### src/rtl/cs_port_pkg.sv
package cs_port_pkg;
  localparam int unsigned DefPins = 8;
endpackage

### src/rtl/cs_cfg_reg.sv
module cs_cfg_reg #(
  parameter int unsigned NP = cs_port_pkg::DefPins,
  localparam int unsigned CW = 2 * NP
) (
  input  logic          clk_i,
  input  logic          rst_ni,
  input  logic          we_i,
  input  logic [CW-1:0] wdata_i,
  output logic [CW-1:0] cfg_o,
  output logic [CW-1:0] cfg_nxt_o
);
  logic [CW-1:0] cfg_q;

  always_comb cfg_nxt_o = we_i ? wdata_i : cfg_q;

  always_ff @(posedge clk_i or negedge rst_ni) begin
    if (!rst_ni) cfg_q <= '0;
    else         cfg_q <= cfg_nxt_o;
  end

  assign cfg_o = cfg_q;


  cfg_load_chk: assert property (@(posedge clk_i) disable iff (!rst_ni)
    we_i |=> (cfg_q == $past(wdata_i)));

  cfg_hold_chk: assert property (@(posedge clk_i) disable iff (!rst_ni)
    !we_i |=> $stable(cfg_q));
endmodule

### src/rtl/cs_set_clr.sv
module cs_set_clr #(
  parameter int unsigned NP = cs_port_pkg::DefPins,
  localparam int unsigned CW = 2 * NP
) (
  input  logic          clk_i,
  input  logic          rst_ni,
  input  logic          we_i,
  input  logic [CW-1:0] wdata_i,
  output logic [NP-1:0] out_o,
  output logic [NP-1:0] out_nxt_o
);
  logic [NP-1:0] out_q;
  logic [NP-1:0] set_m, clr_m;

  assign set_m = we_i ? wdata_i[CW-1:NP] : '0;
  assign clr_m = we_i ? wdata_i[NP-1:0]  : '0;

  for (genvar i = 0; i < NP; i++) begin : g_bit
    // set wins over clear
    always_comb begin
      if (set_m[i])      out_nxt_o[i] = 1'b1;
      else if (clr_m[i]) out_nxt_o[i] = 1'b0;
      else               out_nxt_o[i] = out_q[i];
    end

    always_ff @(posedge clk_i or negedge rst_ni) begin
      if (!rst_ni) out_q[i] <= 1'b1;
      else         out_q[i] <= out_nxt_o[i];
    end


    set_bit_chk: assert property (@(posedge clk_i) disable iff (!rst_ni)
      (we_i && wdata_i[NP+i]) |=> out_q[i]);

    clr_bit_chk: assert property (@(posedge clk_i) disable iff (!rst_ni)
      (we_i && wdata_i[i] && !wdata_i[NP+i]) |=> !out_q[i]);

    hold_bit_chk: assert property (@(posedge clk_i) disable iff (!rst_ni)
      (!we_i || (!wdata_i[i] && !wdata_i[NP+i])) |=> $stable(out_q[i]));
  end

  assign out_o = out_q;
endmodule

### src/rtl/cs_pin_drv.sv
module cs_pin_drv #(
  parameter int unsigned NP = cs_port_pkg::DefPins
) (
  input  logic          clk_i,
  input  logic          rst_ni,
  input  logic [NP-1:0] out_nxt_i,
  input  logic [NP-1:0] inv_nxt_i,
  output logic [NP-1:0] pin_o
);
  for (genvar i = 0; i < NP; i++) begin : g_pin
    always_ff @(posedge clk_i or negedge rst_ni) begin
      if (!rst_ni) pin_o[i] <= 1'b1;
      else         pin_o[i] <= out_nxt_i[i] ^ inv_nxt_i[i];
    end
  end
endmodule

### src/rtl/cs_out_port.sv
module cs_out_port #(
  parameter int unsigned NP = cs_port_pkg::DefPins,
  localparam int unsigned CW = 2 * NP
) (
  input  logic          clk_i,
  input  logic          rst_ni,
  input  logic          cfg_we_i,
  input  logic [CW-1:0] cfg_wdata_i,
  input  logic          sc_we_i,
  input  logic [CW-1:0] sc_wdata_i,
  output logic [CW-1:0] cfg_rdata_o,
  output logic [NP-1:0] stat_o,
  output logic [NP-1:0] cs_mode_o,
  output logic [NP-1:0] pin_o
);
  logic [CW-1:0] cfg_q, cfg_nxt;
  logic [NP-1:0] out_q, out_nxt;

  cs_cfg_reg #(.NP(NP)) u_cfg (
    .clk_i, .rst_ni, .we_i(cfg_we_i), .wdata_i(cfg_wdata_i),
    .cfg_o(cfg_q), .cfg_nxt_o(cfg_nxt)
  );

  cs_set_clr #(.NP(NP)) u_sc (
    .clk_i, .rst_ni, .we_i(sc_we_i), .wdata_i(sc_wdata_i),
    .out_o(out_q), .out_nxt_o(out_nxt)
  );

  cs_pin_drv #(.NP(NP)) u_pin (
    .clk_i, .rst_ni, .out_nxt_i(out_nxt), .inv_nxt_i(cfg_nxt[NP-1:0]),
    .pin_o
  );

  assign cfg_rdata_o = cfg_q;
  assign stat_o      = out_q;
  assign cs_mode_o   = cfg_q[CW-1:NP];


  pin_level_chk: assert property (@(posedge clk_i) disable iff (!rst_ni)
    pin_o == (out_q ^ cfg_q[NP-1:0]));

  sc_keeps_cfg_chk: assert property (@(posedge clk_i) disable iff (!rst_ni)
    (sc_we_i && !cfg_we_i) |=> $stable(cfg_q));

  set_wins_chk: assert property (@(posedge clk_i) disable iff (!rst_ni)
    (sc_we_i && ((sc_wdata_i[CW-1:NP] & sc_wdata_i[NP-1:0]) != '0))
    |=> ((out_q & $past(sc_wdata_i[CW-1:NP] & sc_wdata_i[NP-1:0]))
         == $past(sc_wdata_i[CW-1:NP] & sc_wdata_i[NP-1:0])));
endmodule

### config.mk
export PLATFORM = sky130hd
export DESIGN_NAME = cs_out_port
export DESIGN_NICKNAME = d
export VERILOG_FILES = /design/src/rtl/cs_port_pkg.sv /design/src/rtl/cs_cfg_reg.sv /design/src/rtl/cs_set_clr.sv /design/src/rtl/cs_pin_drv.sv /design/src/rtl/cs_out_port.sv
export SDC_FILE = /design/constraint.sdc
export NUM_CORES = 1
export LEC_CHECK = 0
export ABC_AREA = 1
export BUFFER_PORTS_ARGS = -buffer_cell sky130_fd_sc_hd__clkbuf_2
export CORE_UTILIZATION = 45
export CTS_BUF_LIST = sky130_fd_sc_hd__clkbuf_8
export DETAILED_ROUTE_END_ITERATION = 16
export GPL_ROUTABILITY_DRIVEN = 0
export PLACE_DENSITY = 0.84
export RECOVER_POWER = 50
export SLEW_MARGIN = 5
export SYNTH_ARGS = -nofsm -noshare
export SYNTH_HDL_FRONTEND = slang
export SYNTH_SLANG_ARGS = --single-unit
### constraint.sdc
create_clock -name clk_i -period 1.4 [get_ports clk_i]
set_input_delay 0.14 -clock clk_i [delete_from_list [all_inputs] [get_ports clk_i]]
set_output_delay 0.14 -clock clk_i [all_outputs]
set_load 0.01 [all_outputs]
==> flow_summary.ini <==
[synthesis]
ys_seq_elements = 32
postSynthNetCount = 228
seq_area_frac_synth = 0.523
synth.avg_cell_area_um2 = 8.18
synth.cell_area_um2 = 1570
syn_inst = 192
netlist-cell-type-count = 12
synth.yosys.warnings = 0

[layout]
antennaDiodeCount = 0
fin_nets = 298
drive_above_1_share = 0.395
fin_area_um2 = 1950
final_cell_mix = nand2_1, clkbuf_2, inv_1, dfrtp_1, dfstp_2
layout_commonest_cell = nand2_1
layout-area-overhead-vs-synth_pct = 24.0

[pwr]
ratio_of_total_power_to_cell_area_nw_per_um2 = 1140
power_switching_share = 0.287
comb_power_share = 0.208
power_report.internal_total_mw = 1.58
p_leak_nw = 1.19
pwr-share-seq = 0.506
switchingPower_mw = 0.637
vdd.ir_drop.worst_mv = 0.552
p_clk_frac = 0.286

[route]
drc = 1
vias_per_cell = 4.33
antenna_left = 0
initialDrtViolationCount = 27
dr.pass1.iters = 10
route.final.wire_length_mm = 3.04
routedWlPerCell_um = 9.83
dr_total_vias = 1337

[critical_path]
reg2reg_to = u_pin.pin_o[1]$_DFF_PN1_
critical_path.endpoint_type = output port
crit_path_max_fanout = 2
path_buf_inv = 1
worst_ep_arrival_time_ns = 0.94
timing.critical_path.cells = clkbuf_2
setup.reg_to_reg.worst_slack_ns = 0.51
cp_slowest_stage_delay_ns = 0.53
required_ns = 1.26
cp-endpoint = stat_o[3]
worstSetupPathDepth = 1
timing.reg2reg.worst_path_depth = 4
critical_path.startpoint = u_sc.out_o[3]$_DFF_PN1_
startpoint_type = flip-flop
critPathSlowestCell = dfstp_2
worstReg2RegStart = u_sc.out_o[1]$_DFF_PN1_
criticalPathCategory = flip-flop to output port
worst_path_dominant_cell_family = flip-flops

[clock_tree]
cts-root-to-sink-buffers = 2
clk_latency_ns = 0.28
clock_sink_count = 32
cts_htree_levels = 2
worst_setup_hold_path_clk_slew_ns = 0.06
cts_tree = yes
cts_inserted_buffers = 5
post_cts_resize_count = 0
cts-root-buf = clkbuf_8

[sta]
report.final.hold_viol_count = 0
period_share = 0.768
max-slew-margin-rel = 0.733
rsz_0062_raised_after_global_routing = false
final_period_minus_worst_setup_slack_ns = 1.08
final.setup_skew_ns = 0.00634
maxClockFrequency_mhz = 930
worst_hold_slack_ns = 0.0666
setup-violations-final = 0
worst_pin_slew_ns = 0.400
finalMaxSlewViolations = 0
finalSetupTns_ns = 0

[worst_hold_path]
timing.hold.worst_path_depth = 3
timing.hold.worst.class = input pin to flip-flop

[grt]
grt_start_max_net_pins = 25
groute.usage.overall = 0.173
globalRouteMet3Util = 0.0252
global_route_wire_length_before_repair_mm = 4.69
antenna_found_initial = 0
globalRoute.busiestLayer = met2
grtUsageMet1 = 0.206
global_route.overflow_total = 0
global_route_met2_usage = 0.304
first_global_vias = 1140

[outcome]
violations = design-rule violations
status = complete, but fails checks

[placed_design]
post-dp-hpwl_mm = 2.32
postPlaceCellArea_um2 = 1880
io_buffers = 75

[die]
dieWidth_um = 61.1
row_count = 21
core-area_um2 = 3340
design.die.area_um2 = 3730
chipHeight_um = 61.1
effective_utilization_at_floorplan = 0.471
design.portCount = 76

[run]
cap_violations = 0
## worst min path at each step
stage / start / end / slack [ns]
global route: cfg_wdata_i[11] / u_cfg.cfg_o[11]$_DFFE_PN0P_ / 0.06
CTS: cfg_wdata_i[10] / u_cfg.cfg_o[10]$_DFFE_PN0P_ / 0.06
detailed placement: rst_ni / u_cfg.cfg_o[13]$_DFFE_PN0P_ / 0.1
global placement: rst_ni / u_cfg.cfg_o[13]$_DFFE_PN0P_ / 0.1
floorplan: rst_ni / u_cfg.cfg_o[0]$_DFF_PN0_ / -0.16
finish: cfg_wdata_i[10] / u_cfg.cfg_o[10]$_DFFE_PN0P_ / 0.07
## per-layer routing
metal  part of all wire  vias to the layer above
li1                   -                      699
met1               0.44                      589
met2               0.51                       42
met3              0.035                        7
met4              0.019                        0
met5                  0                        -
## synthesized netlist by cell type
library cell / number / area (um2)
nand2_1: 110 / 413
dfrtp_1: 16 / 400
dfstp_2: 16 / 420
inv_1: 16 / 60.1
nand2_2: 10 / 62.6
buf_4: 9 / 67.6
nand3_1: 5 / 25.0
buf_6: 4 / 45.0
nand3_2: 3 / 30.0
buf_12: 1 / 20.0
buf_8: 1 / 15.0
inv_8: 1 / 11.3
## final cells by class
type                       instances  area [um2]
clock inverter                     3        11.3
timing repair buffer              78         394
sequential                        32         821
clock buffer                       5        68.8
inverter                          17        71.3
tap                               46        57.6
fill                             338        1390
multi-input combinational        128         523
## per-stage QoR
stage | worst slack, ns | std cells | util | total power [mW]
4_1_cts | 0.318 | 309 | 0.591 | 2.26
3_3_place_gp | 0.383 | 300 | 0.564 | 1.60
5_1_grt | 0.168 | 309 | 0.583 | 2.35
2_1_floorplan | 0.564 | 192 | - | 1.44
6_report | 0.324 | 309 | 0.583 | 2.22
3_5_place_dp | 0.331 | 300 | 0.564 | 1.62
## what timing repair did
action	CTS	global route
endpoints found under the hold margin	6	0
hold buffers	1	0
buffers inserted	0	0
## state kept, by name, summed over array words and instances (netlist names)
name and flops:
u_cfg.cfg_o 16, u_pin.pin_o 8, u_sc.out_o 8
## cells by family after synthesis
| kind of cell | count (synthesis) | share of synthesized area |
|---|---|---|
| DFF | 32 | 0.523 |
| buffers and inverters | 32 | 0.139 |
| and+or+nand+nor | 128 | 0.338 |
## power by group through the flow
stage	logic, mW	registers (mW)	clock network [mW]
floorplan	0.245	1.19	0
global placement	0.463	1.14	0
detailed placement	0.477	1.14	0
CTS	0.480	1.13	0.651
global route	0.529	1.14	0.682
finish	0.461	1.12	0.634
No activity file was read; power rests on OpenSTA's default activity.
